File: config.mk
export PLATFORM = sky130hd
export DESIGN_NAME = lzc_tree_top
export DESIGN_NICKNAME = d
export VERILOG_FILES = /design/src/rtl/lzc_pkg.sv /design/src/rtl/lzc_leaf4.sv /design/src/rtl/lzc_merge.sv /design/src/rtl/lzc_tree.sv /design/src/rtl/lzc_tree_top.sv
export SDC_FILE = /design/constraint.sdc
export NUM_CORES = 1
export LEC_CHECK = 0
export CAP_MARGIN = 0
export CORE_ASPECT_RATIO = 1.1
export CORE_UTILIZATION = 34
export CTS_BUF_LIST = sky130_fd_sc_hd__clkbuf_4 sky130_fd_sc_hd__clkbuf_8
export DETAILED_ROUTE_END_ITERATION = 12
export PLACE_DENSITY = 0.88
export SYNTH_ARGS = -nofsm -noshare
export SYNTH_HDL_FRONTEND = slang
export SYNTH_SLANG_ARGS = --single-unit
File: constraint.sdc
create_clock -name clk -period 2.4 [get_ports clk]
set_input_delay 0.36 -clock clk [delete_from_list [all_inputs] [get_ports clk]]
set_output_delay 0.36 -clock clk [all_outputs]
set_load 0.05 [all_outputs]
File: src/rtl/lzc_pkg.sv
package lzc_pkg;

    // Smallest power of two not below n, never less than 8 (two leaves).
    function automatic int tree_width(input int n);
        int p;
        p = 8;
        for (int i = 0; i < 31; i++) begin
            if (p < n) p = p * 2;
        end
        return p;
    endfunction

endpackage

File: src/rtl/lzc_leaf4.sv
module lzc_leaf4 (
    input  logic [3:0] bits_i,
    output logic [1:0] pos_o,
    output logic       any_o
);

    always_comb begin
        any_o = |bits_i;
        if (bits_i[0])      pos_o = 2'd0;
        else if (bits_i[1]) pos_o = 2'd1;
        else if (bits_i[2]) pos_o = 2'd2;
        else                pos_o = 2'd3;
    end

endmodule

File: src/rtl/lzc_merge.sv
module lzc_merge #(
    parameter int PW = 2
) (
    input  logic [PW-1:0] hi_pos_i,
    input  logic          hi_any_i,
    input  logic [PW-1:0] lo_pos_i,
    input  logic          lo_any_i,
    output logic [PW:0]   pos_o,
    output logic          any_o
);

    always_comb begin
        pos_o[PW]     = ~hi_any_i;
        pos_o[PW-1:0] = hi_any_i ? hi_pos_i : lo_pos_i;
        any_o         = hi_any_i | lo_any_i;
    end

endmodule

File: src/rtl/lzc_tree.sv
module lzc_tree #(
    parameter int TREE_W = 64,
    localparam int CNT_W  = $clog2(TREE_W),
    localparam int LEAVES = TREE_W / 4,
    localparam int LEVELS = CNT_W - 2
) (
    input  logic [TREE_W-1:0] vec_i,
    output logic [CNT_W-1:0]  pos_o,
    output logic              any_o
);

    for (genvar lv = 0; lv <= LEVELS; lv++) begin : g_lvl
        localparam int NODES = TREE_W >> (lv + 2);
        logic [lv+1:0] pos [NODES];
        logic          any [NODES];

        if (lv == 0) begin : g_leaf
            for (genvar n = 0; n < NODES; n++) begin : g_n
                lzc_leaf4 u_leaf (
                    .bits_i (vec_i[4*n +: 4]),
                    .pos_o  (pos[n]),
                    .any_o  (any[n])
                );
            end
        end else begin : g_join
            for (genvar n = 0; n < NODES; n++) begin : g_n
                lzc_merge #(.PW(lv + 1)) u_merge (
                    .hi_pos_i (g_lvl[lv-1].pos[2*n]),
                    .hi_any_i (g_lvl[lv-1].any[2*n]),
                    .lo_pos_i (g_lvl[lv-1].pos[2*n+1]),
                    .lo_any_i (g_lvl[lv-1].any[2*n+1]),
                    .pos_o    (pos[n]),
                    .any_o    (any[n])
                );
            end
        end
    end

    assign pos_o = g_lvl[LEVELS].pos[0];
    assign any_o = g_lvl[LEVELS].any[0];

endmodule

File: src/rtl/lzc_tree_top.sv
module lzc_tree_top #(
    parameter int IN_W = 56,
    localparam int TREE_W = lzc_pkg::tree_width(IN_W),
    localparam int CNT_W  = $clog2(TREE_W)
) (
    input  logic             clk,
    input  logic             rst_n,
    input  logic [IN_W-1:0]  vec_i,
    output logic [CNT_W-1:0] count_o,
    output logic             zero_o
);

    typedef struct packed {
        logic [CNT_W-1:0] count;
        logic             zero;
    } res_t;

    logic [TREE_W-1:0] padded;
    logic [CNT_W-1:0]  tree_pos;
    logic              tree_any;
    res_t              res_d, res_q;

    assign padded = TREE_W'(vec_i);

    lzc_tree #(.TREE_W(TREE_W)) u_tree (
        .vec_i (padded),
        .pos_o (tree_pos),
        .any_o (tree_any)
    );

    always_comb begin
        res_d       = res_q;
        res_d.count = tree_pos;
        res_d.zero  = ~tree_any;
    end

    always_ff @(posedge clk) begin
        if (!rst_n) begin
            res_q.count <= '1;
            res_q.zero  <= 1'b1;
        end else begin
            res_q <= res_d;
        end
    end

    assign count_o = res_q.count;
    assign zero_o  = res_q.zero;

    p_zero_flag_r1: assert property (@(posedge clk) disable iff (!rst_n)
        $past(rst_n) |-> (res_q.zero == ($past(vec_i) == '0)));

    p_first_set_r2: assert property (@(posedge clk) disable iff (!rst_n)
        !res_q.zero |-> ((($past(vec_i) >> res_q.count) & IN_W'(1)) == IN_W'(1)));

    p_prefix_clear_r2: assert property (@(posedge clk) disable iff (!rst_n)
        !res_q.zero |-> (($past(vec_i) << (IN_W - int'(res_q.count))) == '0));

    p_in_range_r3: assert property (@(posedge clk) disable iff (!rst_n)
        !res_q.zero |-> (int'(res_q.count) < IN_W));

    p_zero_ones_r4: assert property (@(posedge clk) disable iff (!rst_n)
        res_q.zero |-> (&res_q.count));

endmodule

==> results of run 1 <==
==> metrics by stage <==
stage,hold slack [ns],cells
3_3_place_gp,1.046,216
6_report,0.8165,220
5_1_grt,0.8305,220
4_1_cts,0.8095,220
2_1_floorplan,0.4219,116
3_5_place_dp,1.053,216
==> where the power goes <==
| part | internal, W | switching (W) | leakage (nW) |
|---|---|---|---|
| Sequential | 0.000123 | 0.00000175 | 0.0590 |
| Clock | 0.0000749 | 0.0000468 | 0.0184 |
| Combinational | 0.000121 | 0.0000922 | 0.483 |
| Total | 0.000319 | 0.000141 | 0.560 |
==> area by class of cell <==
type	instances	area, um^2
sequential	7	140.1
inverter	6	22.52
multi-input combinational	102	639.4
tap	30	37.54
timing repair buffer	71	693.2
fill	175	689.4
clock buffer	4	30.03
==> Yosys cell counts <==
cell type  count
o31ai_1        7
o21ai_0        8
o21a_1         1
nor2_1        20
a21oi_1        9
a2bb2oi_1      1
nand2_1        5
inv_1          6
a2111oi_0      1
a311oi_2       1
o311ai_0       2
o211ai_1       1
or4_1          3
nor3_1         4
dfxtp_1        7
nand4bb_4      1
and2b_2        1
a311oi_1       1
nand3_1        3
nor4_2         1
buf_2          1
a221oi_1       2
or2_0          1
o21ai_1        1
nand2b_1       2
or4_4          1
a21boi_0       1
nor4_1        13
nor2b_1        6
nand4_1        2
nor4_4         1
a211oi_1       2
==> metal layers <==
layer  up-vias  share of wire, %  global-route usage, %
met5         -                 0                      0
met4         0               2.1                  7.353
met3         8               5.8                  5.460
met2        48                51                  44.60
met1       567                41                  23.85
li1        608                 -                      -
==> state kept, by name (all words and copies together) (netlist names) <==
| signal | cells |
|---|---|
| count_o | 6 |
| zero_o | 1 |
==> how the worst max path moves through the flow <==
stage / start / endpoint / slack [ns] / cells after the start
2_1_floorplan: vec_i[5] / count_o[0] / 0.51 / 6
3_3_place_gp: vec_i[5] / count_o[0] / 0.05 / 6
3_5_place_dp: vec_i[5] / count_o[1] / -0.003 / 6
4_1_cts: vec_i[5] / count_o[1] / 0.23 / 6
5_1_grt: vec_i[5] / count_o[1] / 0.10 / 6
6_report: vec_i[5] / count_o[1] / 0.21 / 6
==> kinds of logic (layout without fill, tap and decap cells) <==
logic type | Yosys count | after routing | synth area share (%)
buf+inv | 7 | 81 | 3.410
flops | 7 | 7 | 17.36
compound gates | 38 | 38 | 31.78
simple gates | 64 | 64 | 47.44
==> flow_summary.toml, run 1 <==
[synthesis]
synth_top_area_share_pct = 17.36
ys_seq_area_share_pct = 17.36
ys_warn_count = 0
syn_area_um2 = 807.0
synthesis.instances = 116
synth.area.top_cells = "dfxtp_1, nor4_1, nor2_1, o31ai_1, a21oi_1"
syn_area_per_cell_um2 = 6.957
synth-seq-cells = 7
synth_fp_nets = 174
yosysTopAreaCell = "dfxtp_1"
ys_types = 32

[setup_path]
crit_type = "in2reg"
cp-start-kind = "primary input"
critPathMaxStageDelay_ns = 0.59
path_cells = "clkdlybuf4s50_1 -> or4_1 -> nand4bb_4 -> or2_0 -> a211oi_1 -> o21ai_1"
end_kind = "register"
critical_path_arrival_ns = 2.32
crit_buf_inv = 1
path_delay_family = "simple AND/OR/NAND/NOR gates"
critPathMaxFanout = 6
critical_path_required_ns = 2.52
slowest_stage = "or4_1"

[global_routing]
grt_usage_pct = 22.65
grt_pass1_vias = 1097
antenna_found_initial = 0
grt_max_degree = 9
grt_overflow_total = 0
grt_first_pass_wirelength_mm = 4.581

[die]
fp.dieH_um = 53.10
initial_core_util_pct = 35.83
die_area_um2 = 2572
rows = 18
ios = 65
core_area_um2 = 2252
chipWidth_um = 48.45

[clocking]
cts_tree = "done"
cts_buffers = 3
cts_setup_buffers = 0
cts_sinks = 7
path_clk_slew_ns = 0.05
h-tree-depth = 1
cts.repair.resized = 0
cts_root_buf = "clkbuf_4"
cts_hold_buffers = 0
cts_buffer_depth = 2

[final_layout]
drive_gt1_share_pct = 8.947
final_common_cell = "clkdlybuf4s50_1"
antennaDiodeCount = 0
nets = 249
finalInstanceArea_um2 = 1563
syn2layout_area_growth_pct = 93.64
finish.utilization_pct = 69.39
layout_common_cells = "clkdlybuf4s50_1, nor2_1, nor4_1"

[routing]
drtPass1Iterations = 4
wl_per_cell_um = 13.10
vias_per_cell = 5.595
dr.first_iter.drc_count = 16
num_vias = 1231
postRouteAntennaNets = 0
drt-total-wl_mm = 2.882
drcViolationCount = 0

[power_and_ir_drop]
total_power_w = 0.0004600
ir_drop_mv = 0.3067
p_leak_nw = 0.5600
power_density_nw_per_um2 = 294.4

[hold_path]
min-delay-path-class = "in2reg"
hold_end = "count_o[5]"
hp-start = "rst_n"
worstHoldPathCells = 2

[timing]
hold_viol_final = 0
fin_crit_ns = 2.193
finalMaxSlewViolations = 0
fin_ws_ns = 0.2073
clock.fmax_mhz = 456.1
setup_viol = 0
rsz0062_at_grt = "no"
finalSetupTns_ns = 0
worstMarginPinSlew_ns = 0.4975
finalCritPeriodShare_pct = 91.36
max_slew_margin_pct = 66.73

[placed_design]
dp_hpwl_mm = 2.416
dp_slack_ns = -0.003422
place_area_um2 = 1533
io_buffers = 64
place_congestion = 0.9339

[job]
drv_cap = 0

[outcome]
status = "finished clean"
Power figures use the tool's default switching activity.
==> inputs of run 2 (changes only) <==
--- a/config.mk
+++ b/config.mk
@@ -5,7 +5,6 @@
 export SDC_FILE = /design/constraint.sdc
 export NUM_CORES = 1
 export LEC_CHECK = 0
-export CAP_MARGIN = 0
 export CORE_ASPECT_RATIO = 1.1
 export CORE_UTILIZATION = 34
 export CTS_BUF_LIST = sky130_fd_sc_hd__clkbuf_4 sky130_fd_sc_hd__clkbuf_8
==> results of run 2 <==
The final DEF is identical to that of run 1; final timing and power are the same.
